--- config.mk ---
export PLATFORM = sky130hd
export DESIGN_NAME = adc_start_ctrl
export DESIGN_NICKNAME = d
export VERILOG_FILES = /design/src/rtl/adc_start_pkg.sv /design/src/rtl/adc_edge_sync.sv /design/src/rtl/adc_clk_div.sv /design/src/rtl/adc_start_seq.sv /design/src/rtl/adc_start_ctrl.sv
export SDC_FILE = /design/constraint.sdc
export NUM_CORES = 1
export LEC_CHECK = 0
export BUFFER_PORTS_ARGS = -buffer_cell sky130_fd_sc_hd__buf_2
export CAP_MARGIN = 10
export CORE_ASPECT_RATIO = 0.9
export CORE_MARGIN = 2
export CORE_UTILIZATION = 51
export DETAILED_ROUTE_END_ITERATION = 10
export HOLD_SLACK_MARGIN = 0.1
export PLACE_DENSITY = 0.89
export REMOVE_ABC_BUFFERS = 1
export SYNTH_ARGS = -nofsm -noshare
export SYNTH_HDL_FRONTEND = slang
export SYNTH_HIERARCHICAL = 1
export SYNTH_SLANG_ARGS = --single-unit
--- constraint.sdc ---
create_clock -name clk_i -period 1.35 [get_ports clk_i]
set_input_delay 0.0675 -clock clk_i [delete_from_list [all_inputs] [get_ports clk_i]]
set_output_delay 0.0675 -clock clk_i [all_outputs]
set_load 0.02 [all_outputs]
--- src/rtl/adc_start_pkg.sv ---
package adc_start_pkg;
  typedef enum logic [1:0] {
    MODE_TIMER = 2'b00,
    MODE_IMM   = 2'b01,
    MODE_EDGE  = 2'b10,
    MODE_RSVD  = 2'b11
  } start_mode_e;

  typedef struct packed {
    logic        tmode;
    logic        ie;
    logic        pol;
    logic        flag;
    logic        en;
    start_mode_e mode;
  } ctrl_t;

  localparam int unsigned ADDR_W = 2;
  localparam int unsigned DATA_W = 8;
  localparam logic [ADDR_W-1:0] A_CTRL  = 2'd0;
  localparam logic [ADDR_W-1:0] A_DIV   = 2'd1;
  localparam logic [ADDR_W-1:0] A_CHSEL = 2'd2;
  localparam int unsigned FLAG_BIT = 3;
endpackage

--- src/rtl/adc_edge_sync.sv ---
module adc_edge_sync #(
  parameter int unsigned STAGES = 2
) (
  input  logic clk_i,
  input  logic rst_ni,
  input  logic pin_i,
  output logic rise_o,
  output logic fall_o
);
  // STAGES sync flops plus one history flop
  logic [STAGES:0] sh_q;

  always_ff @(posedge clk_i or negedge rst_ni) begin
    if (!rst_ni) sh_q <= '0;
    else         sh_q <= {sh_q[STAGES-1:0], pin_i};
  end

  assign rise_o =  sh_q[STAGES-1] & ~sh_q[STAGES];
  assign fall_o = ~sh_q[STAGES-1] &  sh_q[STAGES];
endmodule

--- src/rtl/adc_clk_div.sv ---
module adc_clk_div #(
  parameter int unsigned RATIO_W = 3
) (
  input  logic               clk_i,
  input  logic               rst_ni,
  input  logic               run_i,
  input  logic               restart_i,
  input  logic [RATIO_W-1:0] ratio_i,
  output logic               tick_o
);
  logic [RATIO_W-1:0] cnt_q;
  logic               wrap;

  assign wrap = (cnt_q == ratio_i);

  always_ff @(posedge clk_i or negedge rst_ni) begin
    if (!rst_ni)                 cnt_q <= '0;
    else if (restart_i || !run_i) cnt_q <= '0;
    else if (wrap)               cnt_q <= '0;
    else                         cnt_q <= cnt_q + 1'b1;
  end

  assign tick_o = run_i & wrap;
endmodule

--- src/rtl/adc_start_seq.sv ---
module adc_start_seq
  import adc_start_pkg::*;
(
  input  logic        clk_i,
  input  logic        rst_ni,
  input  logic        run_i,
  input  start_mode_e mode_i,
  input  logic        tmode_i,
  input  logic        pol_i,
  input  logic        tmr_ovf_i,
  input  logic        rise_i,
  input  logic        fall_i,
  input  logic        imm_req_i,
  input  logic        done_i,
  output logic        start_o,
  output logic        finish_o,
  output logic        busy_o
);
  logic busy_q, pend_q, trig;

  always_comb begin
    case (mode_i)
      MODE_TIMER: trig = tmode_i & tmr_ovf_i;
      MODE_IMM:   trig = pend_q;
      MODE_EDGE:  trig = pol_i ? rise_i : fall_i;
      default:    trig = 1'b0;
    endcase
  end

  assign start_o  = run_i & ~busy_q & trig;
  assign finish_o = busy_q & done_i;
  assign busy_o   = busy_q;

  always_ff @(posedge clk_i or negedge rst_ni) begin
    if (!rst_ni) begin
      busy_q <= 1'b0;
      pend_q <= 1'b0;
    end else begin
      // a fresh write wins over any cancel condition
      if (imm_req_i)                                   pend_q <= 1'b1;
      else if (start_o || busy_q || !run_i || mode_i != MODE_IMM) pend_q <= 1'b0;

      if (!run_i)       busy_q <= 1'b0;
      else if (start_o) busy_q <= 1'b1;
      else if (done_i)  busy_q <= 1'b0;
    end
  end
endmodule

--- src/rtl/adc_start_ctrl.sv ---
module adc_start_ctrl
  import adc_start_pkg::*;
#(
  parameter int unsigned NUM_CH      = 8,
  parameter int unsigned DIV_W       = 3,
  parameter int unsigned SYNC_STAGES = 2
) (
  input  logic              clk_i,
  input  logic              rst_ni,
  input  logic              reg_we_i,
  input  logic [ADDR_W-1:0] reg_addr_i,
  input  logic [DATA_W-1:0] reg_wdata_i,
  output logic [DATA_W-1:0] reg_rdata_o,
  input  logic              tmr_ovf_i,
  input  logic              ext_start_i,
  input  logic              pwr_down_i,
  input  logic              conv_done_i,
  output logic              conv_start_o,
  output logic              conv_tick_o,
  output logic              irq_o,
  output logic              wake_o,
  output logic [NUM_CH-1:0] din_dis_o
);
  ctrl_t             ctrl_q;
  logic [DIV_W-1:0]  div_q;
  logic [NUM_CH-1:0] chsel_q;
  logic wr_ctrl, wr_div, wr_chsel, imm_req, run;
  logic rise, fall, finish, seq_busy;

  assign wr_ctrl  = reg_we_i && reg_addr_i == A_CTRL;
  assign wr_div   = reg_we_i && reg_addr_i == A_DIV;
  assign wr_chsel = reg_we_i && reg_addr_i == A_CHSEL;
  assign imm_req  = wr_ctrl && reg_wdata_i[1:0] == MODE_IMM && reg_wdata_i[2];
  assign run      = ctrl_q.en & ~pwr_down_i;

  always_ff @(posedge clk_i or negedge rst_ni) begin
    if (!rst_ni) begin
      ctrl_q  <= '0;
      div_q   <= '0;
      chsel_q <= '0;
    end else begin
      if (wr_ctrl) begin
        ctrl_q.mode  <= start_mode_e'(reg_wdata_i[1:0]);
        ctrl_q.en    <= reg_wdata_i[2];
        ctrl_q.pol   <= reg_wdata_i[4];
        ctrl_q.ie    <= reg_wdata_i[5];
        ctrl_q.tmode <= reg_wdata_i[6];
      end
      // hardware set beats software clear; software can only clear
      if (finish)                               ctrl_q.flag <= 1'b1;
      else if (wr_ctrl && !reg_wdata_i[FLAG_BIT]) ctrl_q.flag <= 1'b0;
      if (wr_div)   div_q   <= reg_wdata_i[DIV_W-1:0];
      if (wr_chsel) chsel_q <= reg_wdata_i[NUM_CH-1:0];
    end
  end

  always_comb begin
    reg_rdata_o = '0;
    case (reg_addr_i)
      A_CTRL:  reg_rdata_o[6:0]        = ctrl_q;
      A_DIV:   reg_rdata_o[DIV_W-1:0]  = div_q;
      A_CHSEL: reg_rdata_o[NUM_CH-1:0] = chsel_q;
      default: reg_rdata_o = '0;
    endcase
  end

  adc_edge_sync #(.STAGES(SYNC_STAGES)) u_sync (
    .clk_i(clk_i), .rst_ni(rst_ni), .pin_i(ext_start_i),
    .rise_o(rise), .fall_o(fall)
  );

  adc_start_seq u_seq (
    .clk_i(clk_i), .rst_ni(rst_ni), .run_i(run),
    .mode_i(ctrl_q.mode), .tmode_i(ctrl_q.tmode), .pol_i(ctrl_q.pol),
    .tmr_ovf_i(tmr_ovf_i), .rise_i(rise), .fall_i(fall),
    .imm_req_i(imm_req), .done_i(conv_done_i),
    .start_o(conv_start_o), .finish_o(finish), .busy_o(seq_busy)
  );

  adc_clk_div #(.RATIO_W(DIV_W)) u_div (
    .clk_i(clk_i), .rst_ni(rst_ni), .run_i(run), .restart_i(wr_div),
    .ratio_i(div_q), .tick_o(conv_tick_o)
  );

  assign irq_o  = ctrl_q.flag & ctrl_q.ie;
  assign wake_o = irq_o & ~pwr_down_i;

  for (genvar c = 0; c < NUM_CH; c++) begin : g_din
    assign din_dis_o[c] = chsel_q[c] & ctrl_q.en;
  end
endmodule

==> results.ini <==
[synth]
netlist_top_cells_area = dfrtp_1 (49%), mux2_2 (15%), mux2i_1 (6.1%), and2_1 (4.7%), xnor2_1 (2.7%)
synth.largest_area_cell = dfrtp_1
synth_cell_types = 28
synth_area_per_cell_um2 = 12.68
synth_seq_cells = 26
ys_warn_count = 6
synth.top_cell.area_share_pct = 49.34
syn_area_um2 = 1319
ys_seq_area_share_pct = 49.34
syn_inst = 104

[drt]
drt-wirelength-per-cell_um = 16.05
via_per_inst = 5.376
drc = 0
drt_first_pass_iters = 4
vias = 1043
drtAntennaViolNets = 0
drtIter0Drc = 34
routed_wl_um = 3113

[cts]
ctsHoldBuffers = 11
clk_path_buf_depth = 2
cts_tree = done
clock-root-buffer = clkbuf_4
cts_max_level = 1
path_clk_slew_ns = 0.14
cts_inserted_buffers = 3
cts_sinks = 26
clk_latency_ns = 0.32

[critical_path]
worst_path_max_delay_cell = dfrtp_1
cp-end-kind = primary output
arrival_ns = 1.57
critical_path.max_stage_delay_ns = 0.41
path_class = flip-flop to primary output
cp-start-kind = flip-flop
cp_cell_sequence = and2b_2 -> mux2i_1 -> a221o_1 -> nor2_1 -> buf_4
crit_fanout = 3
critPathRequiredTime_ns = 1.28

[finish]
diodes = 0
final_common_cell = buf_2
utilization_pct = 74.58
area_growth_syn_to_layout_pct = 38.33
area.sequential_um2 = 650.6
layout_common_cells = buf_2 (32), dfrtp_1 (26), mux2_2 (17), buf_4 (17), dlygate4sd3_1 (11)
fin_nets = 185
layout-drive-gt1-share_pct = 48.80
fin_area_um2 = 1824
fillers = 139
multi_input_area_um2 = 658.1

[global_route]
overflow = 0
grt_pass1_vias = 1109
grt_pass1_wl_um = 5078
grtUsageTotal_pct = 23.49
grt_max_degree = 27
antenna_found_initial = 0

[worst_hold_path]
hp-class = primary input to flip-flop

[die]
core_area_um2 = 2446
fp.dieW_um = 57.60
std_cell_rows = 17
initial_core_util_pct = 53.91
die-area_um2 = 3009
io_pins = 37
die_y_um = 52.24

[placement]
dpl-instance-area_um2 = 1560
post-dp-hpwl_um = 2072
place_congestion = 0.7844
pre_cts_ws_ns = 0.05929
portBuffers = 36

[sta]
setup_violations = 2
min_period_ns = 1.635
slew_violations = 0
worst_pin_slew_ns = 0.5784
slew_headroom_pct = 61.44
setup_ws_ns = -0.2846
tns_ns = -0.3155
fin_skew_ns = 0.003958
hold_violations = 0
fmax_mhz = 611.8
finalCritPeriodShare_pct = 121.1
grt_setup_unrepaired = yes

[run_status]
violations = setup timing
status = finished with violations

[pwr]
power_density_nw_per_um2 = 1285
ir_worst_vdd_uv = 956.5
p_total_mw = 2.344
p_leak_nw = 0.9060

[job]
maxCapViolations = 0

report_power, final:
part           total [mW]  switching [mW]  internal (mW)
combinational       0.802           0.386          0.416
clock               0.536           0.236          0.300
sequential           1.01           0.103          0.902
area by class of cell:
type                            count  share of cell area (%)
Tap cell                           28                   1.920
Sequential cell                    26                   35.67
Timing Repair Buffer               62                   23.05
Inverter                            2                  0.4115
Clock inverter                      1                   1.646
Clock buffer                        3                   1.235
Multi-Input combinational cell     72                   36.08
layer usage:
| metal | part of all wire, % | routed length [um] | global-route usage (%) | vias to the layer above |
|---|---|---|---|---|
| met5 | 0 | 0 | 0 | - |
| met4 | 1.5 | 48 | 10.85 | 0 |
| met3 | 3.4 | 107 | 3.210 | 4 |
| met2 | 55 | 1718 | 44.70 | 32 |
| met1 | 40 | 1238 | 25.81 | 511 |
| li1 | - | - | - | 496 |
per-stage QoR:
stage / hold WS (ns) / instances
finish: 0.06736 / 194
global placement: 0.08904 / 171
global route: 0.08444 / 194
detailed placement: 0.1020 / 171
floorplan: -0.2281 / 100
CTS: 0.05753 / 194
worst paths after layout:
| kind | end | from | cells after the start | slack (ns) |
|---|---|---|---|---|
| worst min-delay path | u_seq/busy_o$_DFFE_PN0P_ | pwr_down_i | 4 | 0.07 |
| worst max-delay path | conv_start_o | u_sync/sh_q[1]$_DFF_PN0_ | 5 | -0.28 |
| worst min register to register | u_sync/sh_q[1]$_DFF_PN0_ | u_sync/sh_q[0]$_DFF_PN0_ | 0 | 0.38 |
| min in group asynchronous | chsel_q[3]$_DFFE_PN0P_ | rst_ni | 2 | 0.25 |
| max in group asynchronous | ctrl_q[6]$_DFFE_PN0P_ | rst_ni | 2 | 0.71 |
| worst max register to register | u_div/cnt_q[2]$_DFF_PN0_ | u_div/cnt_q[0]$_DFF_PN0_ | 4 | 0.10 |
cell usage after synthesis:
master     number
dfrtp_1        26
mux2_2         17
and2_1         10
mux2i_1         8
nor2_1          7
nor2b_1         4
xnor2_1         4
a311oi_1        3
o2bb2ai_1       3
clkbuf_1        2
inv_1           2
nand2b_1        2
a211oi_1        1
a21oi_1         1
a221o_1         1
and2b_2         1
and3b_1         1
and4_2          1
and4b_1         1
buf_4           1
buf_6           1
ha_1            1
nand2_1         1
nand2b_4        1
nand3b_1        1
nand3b_4        1
nor3b_4         1
o22ai_2         1
critical path, delay by kind of cell (launching register included):
family                 cells  cell delay [ns]
DFF                        1             0.41
AOI/OAI and AO/OA          1             0.33
and+or+nand+nor            2             0.31
buffers and inverters      1             0.14
muxes                      1             0.06
state kept, by name, indices dropped and copies added (netlist names):
signal and count:
u_sync/sh_q 3, u_seq/busy_o 1, div_q 3, u_seq/pend_q 1, chsel_q 8, u_div/cnt_q 3, ctrl_q 7
cell families (layout without fill, tap and decap cells):
kind of cell | Yosys count | in the layout | synth area share, %
and+or+nand+nor | 32 | 32 | 17.27
DFF | 26 | 26 | 49.34
muxes | 25 | 25 | 20.59
AOI/OAI and AO/OA | 10 | 10 | 6.642
buffers and inverters | 6 | 68 | 2.562
xor gates and xnor gates | 4 | 4 | 2.656
adders and majority gates | 1 | 1 | 0.9486
what timing repair did:
item	CTS	global route
setup buffers	8	0
gates cloned	0	0
gates resized for setup	7	4
setup endpoints to repair	2	4
pin swaps	3	2
endpoints found under the hold margin	47	1
No activity file was read; power rests on OpenSTA's default activity.
